`src/rtl/rxf_pkg.sv`:
```
package rxf_pkg;
  localparam int unsigned ADDR_BYTES = 6;
  localparam int unsigned HASH_W     = 6;
  localparam logic [31:0] CRC_POLY   = 32'h04C1_1DB7;

  typedef enum logic [2:0] {
    MODE_UCAST  = 3'd0,
    MODE_BCAST  = 3'd1,
    MODE_HASH   = 3'd2,
    MODE_IPMC   = 3'd3,
    MODE_PROMIS = 3'd4
  } mode_bit_e;

  localparam int unsigned MODE_W = 5;

  // one byte into the CRC register, LSB of the byte first
  function automatic logic [31:0] crc_byte(input logic [31:0] c_in, input logic [7:0] d);
    logic [31:0] c;
    logic        fb;
    c = c_in;
    for (int i = 0; i < 8; i++) begin
      fb = c[31] ^ d[i];
      c  = {c[30:0], 1'b0};
      if (fb) c = c ^ CRC_POLY;
    end
    return c;
  endfunction
endpackage

```
`src/rtl/rxf_crc_step.sv`:
```
module rxf_crc_step (
  input  logic [31:0] crc_i,
  input  logic [7:0]  data_i,
  output logic [31:0] crc_o
);
  import rxf_pkg::*;
  always_comb crc_o = crc_byte(crc_i, data_i);
endmodule

```
`src/rtl/rxf_classify.sv`:
```
module rxf_classify #(
  parameter int unsigned HASH_W = 6,
  parameter int unsigned MODE_W = 5
) (
  input  logic [47:0]            dest_i,
  input  logic [47:0]            station_i,
  input  logic [(1<<HASH_W)-1:0] table_i,
  input  logic [MODE_W-1:0]      mode_i,
  input  logic [31:0]            crc_i,
  output logic                   accept_o
);
  import rxf_pkg::*;
  logic              is_ucast, is_bcast, is_group, is_ipmc, hash_hit;
  logic [HASH_W-1:0] hidx;

  always_comb begin
    hidx     = crc_i[31 -: HASH_W];
    is_ucast = (dest_i == station_i);
    is_bcast = &dest_i;
    is_group = dest_i[40];
    is_ipmc  = (dest_i[47:24] == 24'h01005E);
    hash_hit = is_group & table_i[hidx];
    accept_o = mode_i[MODE_PROMIS]
             | (mode_i[MODE_UCAST] & is_ucast)
             | (mode_i[MODE_BCAST] & is_bcast)
             | (mode_i[MODE_IPMC]  & is_ipmc)
             | (mode_i[MODE_HASH]  & hash_hit);
  end
endmodule

```
`src/rtl/rxf_early_thresh.sv`:
```
module rxf_early_thresh #(
  parameter int unsigned CNT_W   = 13,
  parameter int unsigned MIN_THR = 8,
  parameter int unsigned QUANT_W = 2
) (
  input  logic [CNT_W-1:0] thr_i,
  output logic [CNT_W-1:0] eff_o
);
  logic [CNT_W-1:0] q;
  always_comb begin
    q     = {thr_i[CNT_W-1:QUANT_W], {QUANT_W{1'b0}}};
    eff_o = (q < CNT_W'(MIN_THR)) ? CNT_W'(MIN_THR) : q;
  end
endmodule

```
`src/rtl/rx_addr_filter.sv`:
```
module rx_addr_filter #(
  parameter int unsigned CNT_W   = 13,
  parameter int unsigned HASH_W  = 6,
  parameter int unsigned MIN_THR = 8
) (
  input  logic                   clk_i,
  input  logic                   rst_ni,
  input  logic                   sof_i,
  input  logic                   byte_valid_i,
  input  logic [7:0]             byte_i,
  input  logic [47:0]            station_addr_i,
  input  logic [(1<<HASH_W)-1:0] hash_table_i,
  input  logic [4:0]             mode_i,
  input  logic [CNT_W-1:0]       early_thresh_i,
  output logic                   decision_valid_o,
  output logic                   accept_o,
  output logic                   early_o
);
  import rxf_pkg::*;
  localparam logic [CNT_W-1:0] CNT_MAX  = '1;
  localparam logic [CNT_W-1:0] LAST_DST = CNT_W'(ADDR_BYTES - 1);

  logic [CNT_W-1:0] cnt_q, idx, cnt_d, eff_thr;
  logic [47:0]      dest_q, dest_full;
  logic [31:0]      crc_q, crc_in, crc_nx;
  logic             in_dst, last_dst, match;
  logic             dv_q, acc_q, early_q;

  always_comb begin
    idx       = sof_i ? '0 : cnt_q;
    cnt_d     = (idx == CNT_MAX) ? CNT_MAX : idx + 1'b1;
    crc_in    = sof_i ? 32'hFFFF_FFFF : crc_q;
    dest_full = {dest_q[39:0], byte_i};
    in_dst    = byte_valid_i && (idx <= LAST_DST);
    last_dst  = byte_valid_i && (idx == LAST_DST);
  end

  rxf_crc_step u_crc (.crc_i(crc_in), .data_i(byte_i), .crc_o(crc_nx));

  rxf_classify #(.HASH_W(HASH_W), .MODE_W(MODE_W)) u_cls (
    .dest_i(dest_full), .station_i(station_addr_i), .table_i(hash_table_i),
    .mode_i(mode_i), .crc_i(crc_nx), .accept_o(match)
  );

  rxf_early_thresh #(.CNT_W(CNT_W), .MIN_THR(MIN_THR), .QUANT_W(2)) u_thr (
    .thr_i(early_thresh_i), .eff_o(eff_thr)
  );

  always_ff @(posedge clk_i or negedge rst_ni) begin
    if (!rst_ni) begin
      cnt_q  <= '0;
      dest_q <= '0;
      crc_q  <= '1;
    end else if (byte_valid_i) begin
      cnt_q <= cnt_d;
      if (in_dst) begin
        dest_q <= dest_full;
        crc_q  <= crc_nx;
      end
    end
  end

  always_ff @(posedge clk_i or negedge rst_ni) begin
    if (!rst_ni) begin
      dv_q    <= 1'b0;
      acc_q   <= 1'b0;
      early_q <= 1'b0;
    end else begin
      dv_q    <= last_dst;
      early_q <= byte_valid_i && !sof_i && acc_q && (cnt_q != CNT_MAX) && (cnt_d == eff_thr);
      if (last_dst)                 acc_q <= match;
      else if (byte_valid_i && sof_i) acc_q <= 1'b0;
    end
  end

  assign decision_valid_o = dv_q;
  assign accept_o         = acc_q;
  assign early_o          = early_q;
endmodule

```
`config.mk`:
```
export PLATFORM = sky130hd
export DESIGN_NAME = rx_addr_filter
export DESIGN_NICKNAME = d
export VERILOG_FILES = /design/src/rtl/rxf_pkg.sv /design/src/rtl/rxf_crc_step.sv /design/src/rtl/rxf_classify.sv /design/src/rtl/rxf_early_thresh.sv /design/src/rtl/rx_addr_filter.sv
export SDC_FILE = /design/constraint.sdc
export NUM_CORES = 1
export LEC_CHECK = 0
export BUFFER_PORTS_ARGS = -buffer_cell sky130_fd_sc_hd__buf_2
export CAP_MARGIN = 20
export CELL_PAD_IN_SITES_DETAIL_PLACEMENT = 0
export CELL_PAD_IN_SITES_GLOBAL_PLACEMENT = 2
export CORE_ASPECT_RATIO = 2
export CORE_MARGIN = 5
export CORE_UTILIZATION = 35
export DETAILED_ROUTE_END_ITERATION = 8
export PLACE_DENSITY = 0.87
export SYNTH_ARGS = -nofsm -noshare
export SYNTH_HDL_FRONTEND = slang
export SYNTH_SLANG_ARGS = --single-unit
```
`constraint.sdc`:
```
create_clock -name clk_i -period 6.7 [get_ports clk_i]
set_clock_uncertainty 0.05 [all_clocks]
set_input_delay 1.675 -clock clk_i [delete_from_list [all_inputs] [get_ports clk_i]]
set_output_delay 1.675 -clock clk_i [all_outputs]
set_load 0.02 [all_outputs]
```
==> impl_results.md <==
* Area grow syn2layout at 19.1%
* Main flop type after synthesis: dfrtp_1
* Clk sinks at 88
* Residual DRC at 0
* Number of routed nets with antenna violations at 0
* Fin crit share at 71.8%
* Static Leak at 0.00334 µW
* Slowest cell delay on critical path at 0.54 ns
* Seq. cell area at 0.00224 mm²
* Utilization after layout at 41.9%
* Largest net degree at the start of global routing at 53
* Crit path max-delay cell type: nand4_1
* Worst-path fanout max at 25
* Skew-Pair Late Insertion Delay at 0.35 ns
* CTS tree: built
* Number of global-route vias before repair at 5,537
* Inserted Clock Buffers at 9
* Multi-input gate area at 0.00373 mm²
* Mux share of post-synthesis cell area at 7.35%
* Nets at 974
* Final Setup Violations at 0
* Area share of xor/xnor cells in the synthesized design at 22.7%
* Register bit total from synthesis at 88
* Die footprint at 0.0206 mm²
* Maximum VDD drop at 0.201 mV
* Final count of hold timing violations at 0
* Die height at 198 µm
* Seq/Total Area, Yosys at 36.2%
* PD cells at 431 mW/mm²
* Synth top cells by count: nand2_1 (172), xnor2_1 (87), xor2_1 (59)
* Setup repair after global routing missed its margin: false
* CTS clk-pin slew, worst paths at 0.07 ns
* Max_slew headroom at 42.7%
* Final WL at 18.0 mm
* Startpoint types: primary input
* Post-synthesis cell area at 0.00619 mm²
* Critical R2R Launch: cnt_q[0]
* Synth area leaders: dfrtp_1 (23%), dfstp_2 (14%), xnor2_1 (12%), nand2_1 (10%), xor2_1 (8.3%)
* Post-CTS Setup Inserts at 0
* WL per Instance at 17.2 µm
* Layout cells sized above 1 at 26.3%
* Post-synth cell types at 58
* Max Freq at 0.208 GHz
* Largest family of logic cells by synthesized area: XOR/XNOR gates
* Reg2reg end: early_o
* DR vias at 5,329
* Drt via density at 5.08
* Slew Limit Fails at 0
* Hold_buf cts at 0
* Cell taking the most area after synthesis: dfrtp_1
* Fillers at 1,841
* Warnings from Yosys at 0
* PostCTS Resize Cnt at 0
* Post-synth top area share at 22.6%
* CTS Buffer Depth at 2
* Reg2Reg Depth at 11
* Diode count at 0
* Mapped Cells at 711
* Clk root buf: clkbuf_16
* Slew @ Worst Pin at 0.859 ns
* Synth Area in Compound Gates at 7.98%
* Synth Net Count at 855
* RD Place Congestion at 0.791
* Initial antenna violation count at 0
* Die width at 104 µm
* Gr usage total at 17.7%
* CP endpoint kind: flop
* Crit path to: early_o
* Num rows at 69
* I/O pin total at 145
* DP Wirelength at 13.8 mm
* Starting DRC count in detailed routing at 241
* Max cap viols at 0
* Aggregate global routing overflow at 0
* CP startpoint: sof_i
* Most frequent cell after synthesis: nand2_1
* Port-buffer cells at 142
* Initial core utilization at 35.2%
* Critical path arrival at 5.02 ns
* HP Class: reg2reg
* Status: completed
* Simple-Gate Fraction of Synth Area at 21.7%
* CTS H-tree depth at 3
* Critical path class: in2reg
* Async set-reset flop share out of synthesis at 100%
* Core footprint at 0.0176 mm²
* Setup tns final at 0 ns
* CP Data Required Time at 6.91 ns
* Drt pass-1 iters at 4
* First-pass GRT wire length at 29.4 mm
* Post-Synth Adder-Cell Area at 0.404%
* Mean Syn Cell Area at 8.71 µm²
* Tmin final at 4.81 ns
* Post-synth EDFFs at 0
* Cell Chain, Critical Path: buf_2 > nor2b_1 > ha_1 > and4_1 > nand2_1 > nor2_1 > nand4_1 > o21ai_0 > a31o_2 > xor2_1 > or4_1 > nor3_1
* R2R Setup Slk at 3.08 ns
-- registers in the layout (all words and copies together), names as in the netlist --
name,cells
early_o,1
dest_q,40
decision_valid_o,1
accept_o,1
crc_q,32
cnt_q,13
-- worst max-delay path: cells and delay by family --
kind	cells	cell delay, ns
compound gates	2	0.50
simple gates	7	2.18
buf+inv	1	0.26
xor+xnor	1	0.06
fa+ha+maj	1	0.33
-- placed cells by master, fill, tap and decap left out, drive strengths merged, types with 2 or more instances in the layout --
cell type / instances
nor2: 54
mux2: 8
ha: 2
xor3: 2
dfstp: 32
clkbuf: 9
clkinv: 2
a211oi: 2
nand4: 24
xor2: 60
o221ai: 2
dfrtp: 56
nor3: 8
mux2i: 17
o21ai: 36
nand2: 172
a31oi: 6
and4: 3
nor2b: 6
a22o: 2
nor4: 16
xnor2: 90
buf: 148
or4: 3
and2: 3
o211ai: 3
mux4: 8
a21boi: 2
a21oi: 12
inv: 16
nand3: 10
-- worst min path at each step --
stage | start | to | slack, ns | cells past startpoint
floorplan | crc_q[26] | crc_q[26] | 0.39 | 2
global placement | crc_q[26] | crc_q[26] | 0.40 | 2
detailed placement | crc_q[26] | crc_q[26] | 0.40 | 2
CTS | crc_q[26] | crc_q[26] | 0.41 | 2
global route | crc_q[26] | crc_q[26] | 0.43 | 2
finish | crc_q[26] | crc_q[26] | 0.41 | 2
-- report_power, final --
| part | total [µW] | internal [µW] | switching (µW) |
|---|---|---|---|
| clock network | 549 | 303 | 246 |
| registers | 1020 | 783 | 234 |
| logic | 1610 | 787 | 826 |
| total | 3180 | 1870 | 1310 |
-- per-layer routing --
layer  global-route usage, %  vias up  routed length [µm]
li1                        -     2630                   -
met1                    22.9     2532                7900
met2                    30.4      156                8990
met3                    3.59       11                 923
met4                    3.84        0                 180
met5                       0        -                   0
-- layout make-up --
| type | count | share of cell area (%) |
|---|---|---|
| Inverter | 12 | 0.610 |
| Clock buffer | 9 | 3.05 |
| Sequential cell | 88 | 30.4 |
| Tap cell | 213 | 3.61 |
| Multi-Input combinational cell | 571 | 50.6 |
| Timing Repair Buffer | 148 | 10.4 |
| Clock inverter | 7 | 1.32 |
-- logic make-up after synthesis --
logic type / after synthesis
compound gates: 78
xor+xnor: 152
fa+ha+maj: 2
buf+inv: 52
flops: 88
mux: 33
simple gates: 306
-- per-stage QoR --
stage | cells | hold WS, ns | total power [µW] | area [µm²] | setup WS, ns
after floorplan | 711 | 0.389 | 2310 | 6190 | 1.62
after global placement | 1032 | 0.398 | 2630 | 7060 | 1.58
after detailed placement | 1032 | 0.400 | 2650 | 7060 | 1.53
after CTS | 1048 | 0.411 | 3220 | 7380 | 1.87
after global routing | 1048 | 0.430 | 3430 | 7380 | 1.55
final | 1048 | 0.410 | 3180 | 7380 | 1.89
Note: power is estimated with default switching activity, not from simulation.
